**src/rtl/booth4_pkg.sv**
```systemverilog
package booth4_pkg;

  typedef struct packed {
    logic zero;  // row forced to zero
    logic dbl;   // select shifted multiplicand
    logic neg;   // negate selected row
  } booth_sel_t;

  function automatic booth_sel_t decode_window(input logic [2:0] w);
    booth_sel_t s;
    s.zero = (w == 3'b000) || (w == 3'b111);
    s.dbl  = (w == 3'b011) || (w == 3'b100);
    s.neg  = w[2];
    return s;
  endfunction

endpackage

```
**src/rtl/booth4_recoder.sv**
```systemverilog
module booth4_recoder #(
  parameter int A_W      = 8,
  parameter bit A_SIGNED = 1'b0,
  parameter int N_DIG    = 5
) (
  input  logic [A_W-1:0]          a,
  output logic [N_DIG-1:0][2:0]   windows
);
  localparam int AX_W = 2 * N_DIG + 1;

  logic [AX_W-1:0] ax;
  logic            fill;

  assign fill = A_SIGNED ? a[A_W-1] : 1'b0;

  always_comb begin
    ax = '0;
    ax[A_W:1] = a;
    for (int j = A_W + 1; j < AX_W; j++) ax[j] = fill;
  end

  for (genvar d = 0; d < N_DIG; d++) begin : g_win
    assign windows[d] = ax[2*d+2 -: 3];
  end

  // top window high bit is the sign fill
  always_comb begin
    if (!A_SIGNED) begin
      top_fill_chk: assert (windows[N_DIG-1][2] == 1'b0);
    end else begin
      top_sign_chk: assert (windows[N_DIG-1][2] == a[A_W-1]);
    end
  end
endmodule

```
**src/rtl/booth4_ppgen.sv**
```systemverilog
module booth4_ppgen
  import booth4_pkg::*;
#(
  parameter int B_W      = 8,
  parameter bit B_SIGNED = 1'b0
) (
  input  logic [2:0]      window,
  input  logic [B_W-1:0]  b,
  output logic [B_W:0]    pos_row,
  output logic [B_W+1:0]  neg_row,
  output logic            cin
);
  booth_sel_t    sel;
  logic [B_W:0]  mag;
  logic [B_W:0]  row;
  logic          b_ext;

  assign sel   = decode_window(window);
  assign b_ext = B_SIGNED ? b[B_W-1] : 1'b0;
  assign mag   = sel.dbl ? {b, 1'b0} : {b_ext, b};
  assign row   = sel.zero ? '0 : (sel.neg ? ~mag : mag);
  assign cin   = sel.neg & ~sel.zero;

  if (B_SIGNED) begin : g_signed_b
    assign pos_row = {1'b0, row[B_W-1:0]};
    assign neg_row = {1'b0, row[B_W], {B_W{1'b0}}};
  end else begin : g_unsigned_b
    assign pos_row = row;
    assign neg_row = {cin, {(B_W+1){1'b0}}};
  end

  always_comb begin

    if (window == 3'b000 || window == 3'b111) begin
      zero_row_chk: assert (pos_row == '0 && neg_row == '0 && !cin);
    end

    if (window == 3'b101 || window == 3'b110 || window == 3'b100) begin
      neg_carry_chk: assert (cin);
    end
  end
endmodule

```
**src/rtl/booth4_heap_sum.sv**
```systemverilog
module booth4_heap_sum #(
  parameter int B_W   = 8,
  parameter int N_DIG = 5,
  parameter int P_W   = 16
) (
  input  logic [N_DIG-1:0][B_W:0]   pos_rows,
  input  logic [N_DIG-1:0][B_W+1:0] neg_rows,
  input  logic [N_DIG-1:0]          cins,
  output logic [P_W-1:0]            product
);
  logic [P_W-1:0] pos_heap;
  logic [P_W-1:0] neg_heap;

  always_comb begin
    pos_heap = '0;
    neg_heap = '0;
    for (int d = 0; d < N_DIG; d++) begin
      pos_heap = pos_heap + (P_W'(pos_rows[d]) << (2 * d));
      pos_heap = pos_heap + (P_W'(cins[d]) << (2 * d));
      neg_heap = neg_heap + (P_W'(neg_rows[d]) << (2 * d));
    end
  end

  assign product = pos_heap - neg_heap;
endmodule

```
**src/rtl/booth4_mult.sv**
```systemverilog
module booth4_mult #(
  parameter int A_W      = 8,
  parameter int B_W      = 8,
  parameter bit A_SIGNED = 1'b0,
  parameter bit B_SIGNED = 1'b0,
  parameter bit OUT_REG  = 1'b1
) (
  input  logic                 clk,
  input  logic                 rst_n,
  input  logic                 in_valid,
  output logic                 in_ready,
  input  logic [A_W-1:0]       in_a,
  input  logic [B_W-1:0]       in_b,
  output logic                 out_valid,
  input  logic                 out_ready,
  output logic [A_W+B_W-1:0]   out_product
);
  localparam int P_W   = A_W + B_W;
  localparam int N_DIG = A_SIGNED ? (A_W + 1) / 2 : A_W / 2 + 1;

  logic [N_DIG-1:0][2:0]     windows;
  logic [N_DIG-1:0][B_W:0]   pos_rows;
  logic [N_DIG-1:0][B_W+1:0] neg_rows;
  logic [N_DIG-1:0]          cins;
  logic [P_W-1:0]            comb_prod;

  booth4_recoder #(.A_W(A_W), .A_SIGNED(A_SIGNED), .N_DIG(N_DIG)) u_rec (
    .a(in_a), .windows(windows)
  );

  for (genvar d = 0; d < N_DIG; d++) begin : g_pp
    booth4_ppgen #(.B_W(B_W), .B_SIGNED(B_SIGNED)) u_pp (
      .window(windows[d]), .b(in_b),
      .pos_row(pos_rows[d]), .neg_row(neg_rows[d]), .cin(cins[d])
    );
  end

  booth4_heap_sum #(.B_W(B_W), .N_DIG(N_DIG), .P_W(P_W)) u_sum (
    .pos_rows(pos_rows), .neg_rows(neg_rows), .cins(cins), .product(comb_prod)
  );

  // behavioural product used only by the assertions
  logic signed [P_W:0] ref_a, ref_b, ref_full;
  always_comb begin
    ref_a    = A_SIGNED ? {{(P_W+1-A_W){in_a[A_W-1]}}, in_a} : {{(P_W+1-A_W){1'b0}}, in_a};
    ref_b    = B_SIGNED ? {{(P_W+1-B_W){in_b[B_W-1]}}, in_b} : {{(P_W+1-B_W){1'b0}}, in_b};
    ref_full = ref_a * ref_b;
  end

  if (OUT_REG) begin : g_reg
    logic           vld_q;
    logic [P_W-1:0] prod_q;

    assign in_ready = !vld_q || out_ready;

    always_ff @(posedge clk) begin
      if (!rst_n) begin
        vld_q  <= 1'b0;
        prod_q <= '0;
      end else if (in_ready) begin
        vld_q <= in_valid;
        if (in_valid) prod_q <= comb_prod;
      end
    end

    assign out_valid   = vld_q;
    assign out_product = prod_q;


    product_ok_chk: assert property (@(posedge clk) disable iff (!rst_n)
      (in_valid && in_ready) |=> out_product == $past(ref_full[P_W-1:0]));

    accept_valid_chk: assert property (@(posedge clk) disable iff (!rst_n)
      (in_valid && in_ready) |=> out_valid);

    stall_hold_chk: assert property (@(posedge clk) disable iff (!rst_n)
      (out_valid && !out_ready) |=> (out_valid && $stable(out_product)));
  end else begin : g_comb
    assign in_ready    = out_ready;
    assign out_valid   = in_valid;
    assign out_product = comb_prod;


    comb_product_chk: assert property (@(posedge clk) disable iff (!rst_n)
      out_product == ref_full[P_W-1:0]);
  end
endmodule

```
**config.mk**
```make
export PLATFORM = sky130hd
export DESIGN_NAME = booth4_mult
export DESIGN_NICKNAME = d
export VERILOG_FILES = /design/src/rtl/booth4_pkg.sv /design/src/rtl/booth4_recoder.sv /design/src/rtl/booth4_ppgen.sv /design/src/rtl/booth4_heap_sum.sv /design/src/rtl/booth4_mult.sv
export SDC_FILE = /design/constraint.sdc
export NUM_CORES = 1
export LEC_CHECK = 0
export BUFFER_PORTS_ARGS = -buffer_cell sky130_fd_sc_hd__buf_2
export CAP_MARGIN = 20
export CORE_UTILIZATION = 60
export CTS_CLUSTER_SIZE = 28
export DETAILED_ROUTE_END_ITERATION = 8
export GPL_ROUTABILITY_DRIVEN = 0
export PLACE_DENSITY = 0.9
export SETUP_SLACK_MARGIN = 0.2
export SLEW_MARGIN = 20
export SYNTH_ARGS = -nofsm -noshare
export SYNTH_HDL_FRONTEND = slang
export SYNTH_SLANG_ARGS = --single-unit
```
**constraint.sdc**
```tcl
create_clock -name clk -period 16.7 [get_ports clk]
set_input_delay 0.835 -clock clk [delete_from_list [all_inputs] [get_ports clk]]
set_output_delay 0.835 -clock clk [all_outputs]
set_load 0.05 [all_outputs]
```
==> impl_metrics.ini, run 1 <==
[run]
max-cap-violations = 0

[synth]
synth_area_sq_um = 3580
synth-seq-cells = 17
postSynthAreaPerCell_sq_um = 7.78
synth_cell_types = 58
netlist_instances = 460
async_flop_share = 0
synth_seq_area_share = 0.0950
syn_nets = 545
synthFlopType = dfxtp_1
yosys_warnings = 0
synth_edf_count = 0

[timing]
setup_tns_ns = 0
holdWs_ns = 0.462
layout_min_cycle_time_ns = 6.19
max_slew_margin = 0.463
rsz0062_at_grt = false
clock_skew_ns = 0.00789
max_freq_mhz = 161
tightest_slew_ns = 0.799
setup_viol = 0
fin_crit_sh = 0.371
hold_viol = 0
drv_slew = 0
fin_ws_ns = 10.51

[place]
dp_cells = 533
placed_area_sq_um = 3690
io_buffers = 37
pre_cts_ws_ns = 10.46
dp.final_hpwl_mm = 6.37

[final_layout]
diodes = 0
design_area_sq_um = 3730
finalNonFillerCells = 537
area_delta_synth_final_pct = 4.30
nFillCells = 459
final_cell_mix = 54 x inv_1, 45 x nand2_1, 42 x ha_1, 37 x buf_2, 34 x xnor2_1
multi_input_area_sq_um = 2870
postLayoutCoreUtil = 0.662
regArea_sq_um = 340
fin_nets = 551
layout_commonest_cell = inv_1
drive_gt1_frac = 0.116

[clock_tree]
ctsHoldBuffers = 0
postCtsResizedCells = 0
clockBufferDepth = 2
clkTransAtPathRegs_ns = 0.07
clkSinkCount = 17
cts_made_buffers = 3
clock_latency_ns = 0.26
post_cts_buffers = 0
htree_levels = 1
cts_tree = done
cts_root_buf = clkbuf_8

[drt]
ant_nets = 0
drt_iter0_drc = 215
drc = 0
via_per_inst = 6.31
wl_mm = 8.14
wl_per_cell_um = 15.2
vias = 3391
first_pass_iters = 5

[floorplan]
row_count = 27
dieHeight_um = 79.3
core_area_sq_um = 5640
ios = 38
dieArea_sq_um = 6280
die_w_um = 79.3
initial_core_util = 0.635

[worst_setup_path]
worst_r2r_path_depth = 5
crit_path_start_kind = input pin
crit_start = in_a[0]
required_ns = 16.84
crit_fanout = 21
worstReg2RegStart = out_valid
crit_type = in -> reg
endpoint_kind = flop
arrival_ns = 6.34

[pwr]
leakagePower_nw = 1.70
total_power_uw = 583
power_density_nw_per_um2 = 156
ir_drop_uv = 118

[global_route]
grt-ovfl-total = 0
grt_pass1_vias = 3085
grt_max_degree = 29
grt_first_pass_wirelength_mm = 13.8
grtUsageTotal = 0.273
antenna_found_initial = 0

[status]
run_status = finished, final reports clean

[hold_path]
whs_path_depth = 2
hold_class = reg -> reg
holdCritStartpoint = out_product[3]
## critical path, stage by stage
cell and delay, ns:
buf_2 0.37, nor2b_1 0.52, a22o_1 0.24, ha_1 0.15, inv_1 0.08, a211oi_2 0.32
mux2i_1 0.24, a211oi_1 0.09, fa_1 0.47, fa_1 0.50, ha_1 0.31, fa_1 0.54
inv_1 0.04, ha_1 0.36, a21oi_1 0.35, o21ai_0 0.18, o41ai_1 0.47, o31a_1 0.19
nand3_1 0.07
## report_power, final
part           internal [mW]  switching, mW  total [mW]
clock network         0.0166         0.0147      0.0313
registers             0.0527        0.00497      0.0577
logic                  0.186          0.308       0.494
## state kept, by name, summed over array words and instances, names as in the netlist
register     count
out_valid        1
out_product     16
## Yosys cell counts (6+ instances only)
cell type	n	area, sq um
a21boi_0	9	67.6
nor2_1	29	109
o221a_2	6	67.6
o21ai_0	11	55.1
nand2_1	45	169
inv_1	54	203
nor3_1	9	45.0
buf_2	7	35.0
ha_1	42	526
fa_1	23	460
a211oi_1	12	90.1
nand3_1	17	85.1
a21oi_1	12	60.1
buf_1	7	26.3
o211ai_1	6	45.0
dfxtp_1	17	340
mux2i_1	12	120
o221ai_1	7	61.3
xnor2_1	34	298
clkbuf_1	17	63.8
and2_1	6	37.5
## cells by family after synthesis
family | share of synthesized area
xor gates and xnor gates | 0.0929
buffers and inverters | 0.103
AOI/OAI and AO/OA | 0.230
DFF | 0.0950
muxes | 0.0335
and+or+nand+nor | 0.170
adders and majority gates | 0.275
## cell type report
| type | count | share of cell area |
|---|---|---|
| inverters | 54 | 0.0543 |
| repair buffers | 37 | 0.0496 |
| well taps | 72 | 0.0241 |
| clock inverters | 1 | 0.00134 |
| flip-flops and latches | 17 | 0.0911 |
| clock buffers | 3 | 0.0111 |
| multi-input cells | 353 | 0.769 |
## worst paths after layout
kind                          end  slack, ns
setup / recovery  out_product[14]      10.51
hold / removal     out_product[3]       0.46
setup reg to reg  out_product[13]      14.82
hold reg to reg    out_product[3]       0.46
## layer usage
metal  wire length (um)  track usage  vias up
li1                   -            -     1615
met1               3380        0.346     1591
met2               3990        0.468      159
met3                544       0.0379       26
met4                227        0.100        0
met5                  0            0        -
Power figures use the tool's default switching activity.
==> run 2, diff against run 1 <==
CORE_UTILIZATION = 55   (was 60)
PLACE_DENSITY = 0.87   (was 0.9)
clock period = 5.4 ns   (was 16.7 ns; I/O delays follow)
==> impl_metrics.ini, run 2 (synthesis gave the netlist of run 1 again) <==
[final_layout]
area_delta_synth_final_pct = 6.25
fin_nets = 557
regArea_sq_um = 340
layout_commonest_cell = inv_1
drive_gt1_frac = 0.127
largest_reg_flops = 16
postLayoutCoreUtil = 0.603
diodes = 0
nFillCells = 558
multi_input_area_sq_um = 2890
final_cell_mix = 54 x inv_1, 45 x nand2_1, 42 x ha_1, 35 x buf_2, 34 x xnor2_1
finalNonFillerCells = 548

[worst_setup_path]
arrival_ns = 5.10
path_buf_inv = 3
r2r_slack_ns = 3.46
cp_top_family = adder cells
worst_r2r_path_depth = 5
crit_fanout = 15
r2r_end = out_product[13]
worstReg2RegStart = out_valid
crit_path_frequent_cell = ha_1
slowest_stage = fa_1
required_ns = 5.58
crit_type = in -> reg
crit_chain = clkbuf_4 > nand2_1 > xnor2_1 > ha_1 > ha_1 > inv_1 > a211oi_4 > mux2i_1 > a211oi_1 > fa_1 > fa_1 > ha_1 > fa_1 > inv_1 > ha_1 > and3_1 > o2111a_2 > a21oi_2 > or4_1 > o211ai_1
crit_path_start_kind = input pin
max_stage_delay_ns = 0.53
endpoint_kind = flop

[hold_path]
hold_class = in -> reg
whs_path_depth = 3
holdCritStartpoint = in_valid
holdPathEnd = out_valid

[clock_tree]
clockBufferDepth = 2
clkSinkCount = 17
cts_root_buf = clkbuf_8
clock_latency_ns = 0.25
post_cts_buffers = 0
clkTransAtPathRegs_ns = 0.07
cts_made_buffers = 3
cts_tree = done
htree_levels = 1

[drt]
drc = 0
drt_iter0_drc = 197
wl_mm = 7.94
first_pass_iters = 5
vias = 3260
wl_per_cell_um = 14.5
via_per_inst = 5.95
ant_nets = 0

[pwr]
internal_power_uw = 799
sw_frac_of_total = 0.554
seq_power_share = 0.100
power_density_nw_per_um2 = 471
comb_power_share = 0.848
ir_drop_uv = 374
p_sw_uw = 994
leakagePower_nw = 1.73
power_frac_clock = 0.052
total_power_mw = 1.79

[timing]
tightest_slew_ns = 0.593
max_slew_margin = 0.603
clock_skew_ns = 0.00764
setup_viol = 0
hold_viol = 0
fin_crit_sh = 0.911
rsz0062_at_grt = false
max_freq_mhz = 203
layout_min_cycle_time_ns = 4.92
drv_slew = 0
setup_tns_ns = 0

[floorplan]
core_area_sq_um = 6310
initial_core_util = 0.567
dieArea_sq_um = 6840
dieHeight_um = 82.7
ios = 38
die_w_um = 82.7
row_count = 29

[global_route]
grtUsageTotal = 0.234
grt_first_pass_wirelength_mm = 12.4
grt_max_degree = 25
antenna_found_initial = 0
grt_pass1_vias = 2629
grt-ovfl-total = 0

[status]
run_status = finished, final reports clean

[run]
max-cap-violations = 0

[place]
dp.final_hpwl_mm = 6.32
io_buffers = 37
dp_cells = 544
[run 2: timing repair]
action,in CTS,in global routing
hold buffers,0,0
setup endpoints to repair,0,3
resized for setup,0,4
[run 2: cell type report]
cell class | count | area share
Clock buffer | 4 | 0.0118
Inverter | 54 | 0.0533
Multi-Input combinational cell | 353 | 0.758
Sequential cell | 17 | 0.0894
Tap cell | 77 | 0.0253
Timing Repair Buffer | 43 | 0.0618
[run 2: metrics by stage]
step	worst slack [ns]	hold WS (ns)	area, sq um
finish	0.479	0.292	3800
global route	0.203	0.321	3800
CTS	0.380	0.291	3780
detailed placement	0.115	0.456	3740
global placement	0.272	0.448	3740
floorplan	0.238	0.409	3580
[run 2: worst min-delay path, stage by stage]
cell and delay (ns):
buf_2 0.12, inv_1 0.05, a21boi_0 0.06
[run 2: how the worst max path moves through the flow]
| stage | startpoint | to | slack (ns) | cells past startpoint |
|---|---|---|---|---|
| 2_1_floorplan | in_a[1] | out_product[15] | 0.24 | 21 |
| 3_3_place_gp | in_b[0] | out_product[15] | 0.27 | 20 |
| 3_5_place_dp | in_b[0] | out_product[14] | 0.12 | 20 |
| 4_1_cts | in_b[0] | out_product[14] | 0.38 | 20 |
| 5_1_grt | in_b[0] | out_product[14] | 0.20 | 20 |
| 6_report | in_b[0] | out_product[15] | 0.48 | 20 |
[run 2: layer usage]
metal,vias to the layer above,share of wire,track usage
met3,10,0.066,0.0121
met4,0,0.014,0.0776
met5,-,0,0
met1,1498,0.46,0.340
met2,130,0.46,0.367
li1,1622,-,-
[run 2: power groups by stage]
stage / Clock, mW / Sequential (mW) / Combinational (mW)
finish: 0.0937 / 0.179 / 1.52
global placement: 0 / 0.181 / 1.43
floorplan: 0 / 0.301 / 1.08
detailed placement: 0 / 0.182 / 1.47
global route: 0.0996 / 0.184 / 1.69
CTS: 0.0952 / 0.179 / 1.49
